### src/rtl/rxfb_pkg.sv
package rxfb_pkg;

    typedef logic [7:0] byte_t;

    // Which field the host read position currently selects
    typedef enum logic [2:0] {
        SLOT_LEN  = 3'd0,
        SLOT_PAY  = 3'd1,
        SLOT_ED   = 3'd2,
        SLOT_ST   = 3'd3,
        SLOT_NONE = 3'd4
    } rd_slot_e;

endpackage

### src/rtl/rxfb_store.sv
module rxfb_store
    import rxfb_pkg::*;
#(
    parameter int DEPTH = 127,
    parameter int AW    = 7
) (
    input  logic          clk,
    input  logic          we,
    input  logic [AW-1:0] waddr,
    input  byte_t         wdata,
    input  logic [AW-1:0] raddr,
    output byte_t         rdata
);

    byte_t mem_q [DEPTH];

    for (genvar i = 0; i < DEPTH; i++) begin : g_ent
        byte_t ent_d, ent_q;

        always_comb begin
            ent_d = ent_q;
            if (we && waddr == AW'(i)) ent_d = wdata;
        end

        always_ff @(posedge clk) begin
            ent_q <= ent_d;
        end

        assign mem_q[i] = ent_q;
    end

    assign rdata = mem_q[raddr];

endmodule

### src/rtl/rxfb_rdmux.sv
module rxfb_rdmux
    import rxfb_pkg::*;
#(
    parameter int LEN_W = 7,
    parameter int PTR_W = 8,
    parameter int AW    = 7
) (
    input  logic [PTR_W-1:0] rd_ptr,
    input  logic [LEN_W-1:0] len,
    input  byte_t            ed,
    input  byte_t            st,
    input  byte_t            mem_rdata,
    output logic [AW-1:0]    raddr,
    output byte_t            rd_data
);

    logic [PTR_W-1:0] len_x;
    rd_slot_e         slot;

    assign len_x = PTR_W'(len);

    always_comb begin
        raddr = '0;
        if (rd_ptr == '0) begin
            slot = SLOT_LEN;
        end else if (rd_ptr <= len_x) begin
            slot  = SLOT_PAY;
            raddr = AW'(rd_ptr - PTR_W'(1));
        end else if (rd_ptr == len_x + PTR_W'(1)) begin
            slot = SLOT_ED;
        end else if (rd_ptr == len_x + PTR_W'(2)) begin
            slot = SLOT_ST;
        end else begin
            slot = SLOT_NONE;
        end
    end

    always_comb begin
        case (slot)
            SLOT_LEN: rd_data = 8'(len);
            SLOT_PAY: rd_data = mem_rdata;
            SLOT_ED:  rd_data = ed;
            SLOT_ST:  rd_data = st;
            default:  rd_data = '0;
        endcase
    end

endmodule

### src/rtl/rxfb_ctrl.sv
module rxfb_ctrl
    import rxfb_pkg::*;
#(
    parameter int MAX_LEN = 127,
    parameter int LEN_W   = 7,
    parameter int PTR_W   = 8,
    parameter int AW      = 7,
    parameter int DROP_W  = 8
) (
    input  logic              clk,
    input  logic              rst_n,
    input  logic              ext_mode,
    input  logic              rx_start,
    input  logic              rx_valid,
    input  byte_t             rx_data,
    input  logic              rx_end,
    input  logic              rx_crc_ok,
    input  logic              rx_irq_end,
    input  byte_t             rx_ed,
    input  byte_t             rx_status,
    input  logic              rd_active,
    input  logic              rd_req,
    output logic              we,
    output logic [AW-1:0]     waddr,
    output byte_t             wdata,
    output logic [LEN_W-1:0]  len_q,
    output byte_t             ed_q,
    output byte_t             st_q,
    output logic [PTR_W-1:0]  rd_ptr_q,
    output logic              wr_act_q,
    output logic              prot_q,
    output logic [DROP_W-1:0] drop_q,
    output logic              rd_empty
);

    typedef struct packed {
        logic              prot;
        logic              wr_act;
        logic              rd_prev;
        logic [PTR_W-1:0]  fill;
        logic [PTR_W-1:0]  rd_ptr;
        logic [LEN_W-1:0]  len;
        byte_t             ed;
        byte_t             st;
        logic [DROP_W-1:0] drops;
    } ctrl_t;

    ctrl_t s_d, s_q;
    logic [LEN_W-1:0] hdr_len;
    logic             lock_hit;
    logic             empty;

    // Length field from the first byte, limited to the buffer size
    always_comb begin
        hdr_len = rx_data[LEN_W-1:0];
        if (hdr_len > LEN_W'(MAX_LEN)) hdr_len = LEN_W'(MAX_LEN);
    end

    assign lock_hit = ext_mode ? rx_irq_end : rx_crc_ok;
    assign empty    = rd_active && s_q.wr_act && (s_q.rd_ptr >= s_q.fill);

    always_comb begin
        s_d   = s_q;
        we    = 1'b0;
        waddr = '0;
        wdata = rx_data;

        s_d.rd_prev = rd_active;

        // Release first so that a lock set in the same cycle wins
        if (s_q.rd_prev && !rd_active) s_d.prot = 1'b0;

        if (rx_start) begin
            if (s_q.prot) begin
                s_d.drops = s_q.drops + DROP_W'(1);
            end else begin
                s_d.wr_act = 1'b1;
                s_d.fill   = '0;
                s_d.len    = '0;
            end
        end else begin
            if (rx_valid && s_q.wr_act) begin
                if (s_q.fill == '0) begin
                    s_d.len  = hdr_len;
                    s_d.fill = PTR_W'(1);
                end else if (s_q.fill <= PTR_W'(s_q.len)) begin
                    we       = 1'b1;
                    waddr    = AW'(s_q.fill - PTR_W'(1));
                    s_d.fill = s_q.fill + PTR_W'(1);
                end
            end
            if (rx_end && s_q.wr_act) begin
                s_d.wr_act = 1'b0;
                s_d.ed     = rx_ed;
                s_d.st     = rx_status;
                if (lock_hit) s_d.prot = 1'b1;
            end
        end

        if (!rd_active) begin
            s_d.rd_ptr = '0;
        end else if (rd_req && !empty && s_q.rd_ptr != '1) begin
            s_d.rd_ptr = s_q.rd_ptr + PTR_W'(1);
        end
    end

    always_ff @(posedge clk) begin
        if (!rst_n) s_q <= '0;
        else        s_q <= s_d;
    end

    assign len_q    = s_q.len;
    assign ed_q     = s_q.ed;
    assign st_q     = s_q.st;
    assign rd_ptr_q = s_q.rd_ptr;
    assign wr_act_q = s_q.wr_act;
    assign prot_q   = s_q.prot;
    assign drop_q   = s_q.drops;
    assign rd_empty = empty;

endmodule

### src/rtl/rxfb_guard.sv
module rxfb_guard
    import rxfb_pkg::*;
#(
    parameter int MAX_LEN = 127,
    parameter int DROP_W  = 8
) (
    input  logic              clk,
    input  logic              rst_n,
    input  logic              ext_mode,
    input  logic              rx_start,
    input  logic              rx_valid,
    input  logic [7:0]        rx_data,
    input  logic              rx_end,
    input  logic              rx_crc_ok,
    input  logic              rx_irq_end,
    input  logic [7:0]        rx_ed,
    input  logic [7:0]        rx_status,
    input  logic              rd_active,
    input  logic              rd_req,
    output logic [7:0]        rd_data,
    output logic              rd_empty,
    output logic [DROP_W-1:0] drop_count
);

    localparam int LEN_W = $clog2(MAX_LEN + 1);
    localparam int AW    = $clog2(MAX_LEN);
    localparam int PTR_W = $clog2(MAX_LEN + 3);

    logic              wr_en;
    logic [AW-1:0]     wr_addr;
    byte_t             wr_byte;
    logic [AW-1:0]     rd_addr;
    byte_t             mem_rdata;
    logic [LEN_W-1:0]  len_q;
    byte_t             ed_q;
    byte_t             st_q;
    logic [PTR_W-1:0]  rd_ptr_q;
    logic              wr_act_q;
    logic              prot_q;

    rxfb_ctrl #(
        .MAX_LEN(MAX_LEN), .LEN_W(LEN_W), .PTR_W(PTR_W), .AW(AW), .DROP_W(DROP_W)
    ) u_ctrl (
        .clk(clk), .rst_n(rst_n), .ext_mode(ext_mode),
        .rx_start(rx_start), .rx_valid(rx_valid), .rx_data(rx_data),
        .rx_end(rx_end), .rx_crc_ok(rx_crc_ok), .rx_irq_end(rx_irq_end),
        .rx_ed(rx_ed), .rx_status(rx_status),
        .rd_active(rd_active), .rd_req(rd_req),
        .we(wr_en), .waddr(wr_addr), .wdata(wr_byte),
        .len_q(len_q), .ed_q(ed_q), .st_q(st_q), .rd_ptr_q(rd_ptr_q),
        .wr_act_q(wr_act_q), .prot_q(prot_q), .drop_q(drop_count),
        .rd_empty(rd_empty)
    );

    rxfb_store #(.DEPTH(MAX_LEN), .AW(AW)) u_store (
        .clk(clk), .we(wr_en), .waddr(wr_addr), .wdata(wr_byte),
        .raddr(rd_addr), .rdata(mem_rdata)
    );

    rxfb_rdmux #(.LEN_W(LEN_W), .PTR_W(PTR_W), .AW(AW)) u_rdmux (
        .rd_ptr(rd_ptr_q), .len(len_q), .ed(ed_q), .st(st_q),
        .mem_rdata(mem_rdata), .raddr(rd_addr), .rd_data(rd_data)
    );

endmodule

### config.mk
export PLATFORM = sky130hd
export DESIGN_NAME = rxfb_guard
export DESIGN_NICKNAME = d
export VERILOG_FILES = /design/src/rtl/rxfb_pkg.sv /design/src/rtl/rxfb_store.sv /design/src/rtl/rxfb_rdmux.sv /design/src/rtl/rxfb_ctrl.sv /design/src/rtl/rxfb_guard.sv
export SDC_FILE = /design/constraint.sdc
export NUM_CORES = 1
export LEC_CHECK = 0
export ABC_CLOCK_PERIOD_IN_PS = 11050
export BUFFER_PORTS_ARGS = -buffer_cell sky130_fd_sc_hd__buf_2
export CAP_MARGIN = 15
export CORE_ASPECT_RATIO = 1.1
export CORE_MARGIN = 10
export CORE_UTILIZATION = 50
export CTS_CLUSTER_DIAMETER = 60
export DETAILED_ROUTE_END_ITERATION = 16
export HOLD_SLACK_MARGIN = 0.06
export MAX_ROUTING_LAYER = met4
export PLACE_DENSITY = 0.74
export RECOVER_POWER = 100
export SETUP_SLACK_MARGIN = 0.02
export SYNTH_ARGS = -nofsm -noshare
export SYNTH_HDL_FRONTEND = slang
export SYNTH_HIERARCHICAL = 1
export SYNTH_SLANG_ARGS = --single-unit
### constraint.sdc
create_clock -name clk -period 11.05 [get_ports clk]
set_input_delay 0.5525 -clock clk [delete_from_list [all_inputs] [get_ports clk]]
set_output_delay 0.5525 -clock clk [all_outputs]
set_load 0.01 [all_outputs]
# Word level (Yosys, flattened, before mapping)
# Cells that the tools add are included.
# totals
reg_bits,1066
out_inout_bits,17
elab_cells,468
# op_classes
addsub,7
order_cmp,5
n_eq_ne,133
mux,35
bitwise,2
reduce_logical,150
# op_table
cell,count
$eq A7 B7 Y1 const B,63
$eq A7 B6 Y1 const B,32
$logic_and A1 B1 Y1,134
$eq A7 B5 Y1 const B,16
$mux W7,11
$bmux W8 S7,1
$eq A7 B4 Y1 const B,8
$mux W8,7
$pmux W8 S4,1
$eq A7 B3 Y1 const B,4
$add A8 B1 Y8 const B,3
$eq A8 B8 Y1,2
$le A8 B7 Y1,2
$logic_not A8 Y1,2
$eq A7 B2 Y1 const B,2
$sub A7 B1 Y7 const B,2
$mux W3,4
$mux W1,10
$add A7 B1 Y8 const B,1
$add A7 B2 Y8 const B,1
$ge A8 B8 Y1,1
$ge A8 B8 Y1 const B,1
$ne A8 B8 Y1 const B,1
$not A7 Y8,1
other kinds (14),22

# Depth between registers and ports, before layout
# depth
depth_word,8
depth_mapped,21

# Cells and area by module
# Netlist, hierarchy kept.
# by_module_without_submodules
mod,instances,cells_per_inst,area_each_um2,seq_area_each_um2
rxfb_store,1,1953,39860.7,30509.3
rxfb_ctrl,1,363,2990.4,1001.0
rxfb_rdmux,1,159,1171.1,0.0

# Worst setup path after synthesis
# OpenSTA, ideal clock, no wires.
# synth_timing
kind,register to output
start,register u_ctrl.s_q (netlist bit u_ctrl/len_q[2])
end,output port rd_data[2]
t_arrival_ps,3698
slack_ps,6800
path_stages_with_launch,20
path_buffers,6
cell_sequence,dfxtp_1 -> buf_4 -> clkbuf_1 -> inv_1 -> ha_1 -> nand2_1 -> a211o_1 -> a31o_2 -> buf_2 -> nand2_1 -> nor2_1 -> buf_6 -> buf_12 -> buf_6 -> mux4_2 -> a221o_1 -> a211oi_1 -> a211oi_1 -> a31oi_1 -> o221ai_1
# synth_via
elab_chain_len,8
# synth_rtl
element,line_no,source
from (decl),rxfb_ctrl.sv:48,"ctrl_t s_d, s_q;"
from (signal assigned),rxfb_ctrl.sv:108,if (!rst_n) s_q <= '0;
from (signal assigned),rxfb_ctrl.sv:109,else s_q <= s_d;
$le A8 B7 Y1,rxfb_rdmux.sv:26,end else if (rd_ptr <= len_x) begin
$mux W7,rxfb_rdmux.sv:26,
$mux W7,rxfb_rdmux.sv:24,if (rd_ptr == '0) begin
net rd_addr[0],rxfb_guard.sv:32,logic [AW-1:0] rd_addr;
$not A7 Y8 (not written as such),rxfb_store.sv:32,assign rdata = mem_q[raddr];
$bmux W8 S7,rxfb_store.sv:32,
$mux W8 (not written as such) (2 in series),rxfb_store.sv:32,
net mem_rdata[2],rxfb_guard.sv:33,byte_t mem_rdata;
$pmux W8 S4,rxfb_rdmux.sv:39,case (slot)
to (decl),rxfb_guard.sv:20,"output logic [7:0] rd_data,"
# The timed path passes the listed nets, and every way through them passes these cells. The select of a mux whose other input is x is not followed.

# Final worst setup path
# layout_timing
start,register u_ctrl.s_q (netlist bit u_ctrl/rd_ptr_q[6])
end,output port rd_data[7]
# layout_via
elab_chain_len,8
# layout_rtl
element,line_no
$le A8 B7 Y1,rxfb_rdmux.sv:26
$mux W7,rxfb_rdmux.sv:26
$mux W7 (*),rxfb_rdmux.sv:24
net rd_addr[2],rxfb_guard.sv:32
$not A7 Y8 (not written as such) (*),rxfb_store.sv:32
$bmux W8 S7 (*),rxfb_store.sv:32
$mux W8 (not written as such) (*) (2 in series),rxfb_store.sv:32
net mem_rdata[7],rxfb_guard.sv:33
$pmux W8 S4 (*),rxfb_rdmux.sv:39
# The timed path passes the listed nets; every way through them passes the cells marked *. The select of a mux whose other input is x is not followed.

==> out/results.txt <==
pre-CTS WS: 4.33 ns
Top Ports: 51
critical path data arrival time: 8.40 ns
Worst Clk Skew: 0.0319 ns
CP peak stage delay: 1.53 ns
GRT overflow: 0
Yosys reg bits: 1066
share of cells above drive strength 1: 18.7%
Antenna Nets Post-Route: 0
register area: 31500 sq um
vias in the first global route: 23000
Core Region: 87600 sq um
placer congestion estimate: 0.960
Main synth FF type: edfxtp_1
endpoint class of the critical path: output pin
P_leak: 0.0147 uW
initial core utilization: 50.3%
maxcap violations: 18
Synth top area share: 69.3%
FMAX: 112 MHz
DRT Pass-1 Iters: 5
die height: 331 um
post-route minimum period: 8.95 ns
Post-Route Setup TNS: 0 ns
HPWL after DPL: 61500 um
Slew Limit Fails: 1171
CP Class: flip-flop to output pin
worst-margin pin slew: 4.98 ns
Final nets: 2529
largest net degree at the start of global routing: 174
Synth warnings: 6
Power Density: 179 nW/um^2
WL/cell: 27.7 um
outcome: finished, violations left
failing checks: max-capacitance violations, max-slew violations
post-CTS setup repair buffer count: 0
Critical Path, Cell by Cell: ha_1, a211oi_1, a31o_2, nand2_1, nor2_4, clkbuf_2, clkbuf_2, nand2b_1, o22ai_1, o41ai_1, o32a_1, a211oi_1, nand3_1, o211ai_2, clkbuf_1
HP Class: input pin to flip-flop
Net Count, Synth: 2538
die area: 100000 sq um
P&R area growth vs syn: 9.67%
Seq/Total Area, Yosys: 71.6%
CTS resizes: 0
maximum clock insertion buffer count: 3
maximum VDD drop: 0.000115 V
Filler Cell Count: 6527
IO Port Bufs: 50
post-synthesis area per instance: 17.8 sq um
1st-iter DRT viols: 2896
worst setup margin: 2.10 ns
DR DRC count: 0
asr flop ratio synth: 0%
worst reg2reg path depth: 9
final hold viol count: 0
Core Rows: 114
Final Cycle Share: 81.0%
Hold Buf Count CTS: 0
CTS H-Tree Depth: 3
slowest cell on the critical path: clkbuf_2
CP Max Fanout: 81
area of the multi-input gates: 11100 sq um
vias per cell: 6.28
Reg-to-Reg End: u_store/g_ent[89].ent_q[7]
Hold Path End: u_ctrl/ed_q[7]
antenna violations before repair: 1
Netlist cell types: 86
main area contributors after synthesis: edfxtp_1, mux4_2, dfxtp_1
largest area contributor in the netlist: edfxtp_1
synthesized cell area: 44000 sq um
EDFF count, synth: 1016
via count: 23300
RSZ-0062 raised after global routing: no
root buffer cell: clkbuf_16
clock latency on the worst-skew pair: 0.69 ns
All-Layer GR Usage: 20.9%
total CTS buffers: 99
die width: 303 um
final wirelength: 103000 um
Clock Pin Slew Worst Setup and Hold Paths: 0.07 ns
beginning of the worst register-to-register path: u_ctrl/len_q[6]
R2R setup slack: 5.44 ns
Syn Inst Count: 2475
number of clock sinks: 1066
first-pass GRT wire length: 153000 um
hold path depth: 3
Final setup viols: 0
Req. time, crit path: 10.50 ns
CTS tree: done
min-delay src: rx_ed[7]
relative slew slack: -232%
Startpoint Class: flip-flop
per-stage QoR:
step / total power, uW / instance area [sq um] / instances / utilization (%) / hold WS [ns]
floorplan: 4850 / 44000 / 2475 / - / 0.435
global placement: 4980 / 44800 / 3524 / 51.1 / 0.449
detailed placement: 4990 / 44800 / 3524 / 51.1 / 0.457
CTS: 8660 / 48400 / 3712 / 55.2 / 0.0924
global route: 8850 / 48300 / 3713 / 55.1 / 0.121
finish: 8630 / 48300 / 3717 / 55.1 / 0.116
cell families (layout without fill, tap and decap cells):
family          after synthesis  count (layout)  synth area share (%)
other cells                   0               4                     0
simple gates                497             497                  5.54
fa+ha+maj                    29              29                 0.824
mux                         345             345                  13.5
flops                      1066            1066                  71.6
buf+inv                     224             302                  3.09
xor+xnor                     27              27                 0.554
compound gates              287             287                  4.95
per-layer routing:
layer | share of wire (%) | global-route usage (%) | vias to the layer above
met4 | 3.4 | 7.05 | 0
met1 | 38 | 27.1 | 12000
met2 | 48 | 32.0 | 1308
met3 | 11 | 5.11 | 200
li1 | - | - | 9839
met5 | 0 | - | -
placed cells by master, fill, tap and decap left out, drive strengths merged, types with 10 or more instances in the layout:
| cell | netlist | routed |
|---|---|---|
| edfxtp | 1016 | 1016 |
| mux4 | 192 | 192 |
| nor2 | 173 | 173 |
| clkbuf | 58 | 143 |
| nand2 | 110 | 110 |
| mux2i | 97 | 97 |
| mux2 | 56 | 56 |
| nand3 | 54 | 54 |
| dfxtp | 50 | 50 |
| a211oi | 47 | 47 |
| buf | 128 | 44 |
| inv | 37 | 43 |
| clkinv | 1 | 40 |
| nor2b | 36 | 36 |
| o21ai | 36 | 36 |
| o22ai | 33 | 33 |
| a22oi | 33 | 33 |
| ha | 29 | 29 |
| a21boi | 23 | 23 |
| bufinv | 0 | 22 |
| a21oi | 21 | 21 |
| and2 | 21 | 21 |
| nand2b | 19 | 19 |
| nor3 | 19 | 19 |
| xnor2 | 18 | 18 |
| o221ai | 15 | 15 |
| nand4 | 15 | 15 |
| nand3b | 10 | 10 |
| clkinvlp | 0 | 10 |
flip-flops by register name (all words and copies together) (netlist names):
name,count
u_ctrl/prot_q,1
u_ctrl/len_q,7
u_ctrl/rd_ptr_q,8
u_ctrl/wr_act_q,1
u_ctrl/drop_q,8
u_ctrl/s_q,9
u_ctrl/ed_q,8
u_store/g_ent.ent_q,1016
u_ctrl/st_q,8
synthesized netlist by cell type, types with 36 or more instances:
library cell,count
nand3_1,53
mux2i_1,97
dfxtp_1,50
inv_1,37
nor2_1,173
nor2b_1,36
a211oi_1,44
edfxtp_1,1016
clkbuf_1,57
mux4_2,192
nand2_1,110
buf_4,70
mux2_2,56
layout make-up:
type	instances	area share (%)
diodes	4	0.0207
clock buffers	111	5.36
clock inverters	77	2.07
inverters	38	0.295
multi-input cells	1185	23.1
flip-flops and latches	1066	65.3
well taps	1160	3.01
repair buffers	76	0.886
worst max path at each step:
stage                       startpoint    endpoint  slack, ns
floorplan              u_ctrl/len_q[2]  rd_data[2]       6.80
global placement    u_ctrl/rd_ptr_q[5]  rd_data[1]       4.51
detailed placement  u_ctrl/rd_ptr_q[6]  rd_data[1]       4.33
CTS                 u_ctrl/rd_ptr_q[6]  rd_data[1]       3.58
global route        u_ctrl/rd_ptr_q[6]  rd_data[3]       1.61
finish              u_ctrl/rd_ptr_q[6]  rd_data[7]       2.10
worst max-delay path: cells and delay by family, from the launching register on:
kind	cells	cell delay, ns
buffers and inverters	3	2.99
AO/OA/AOI/OAI	7	1.94
AND/OR/NAND/NOR	4	1.62
flip-flops	1	0.76
adder cells (fa/ha/maj)	1	0.36
where the power goes:
group | internal (uW) | switching, uW
registers | 4430 | 4.16
clock network | 2210 | 1500
logic | 174 | 307
total | 6820 | 1810
Power figures use the tool's default switching activity.
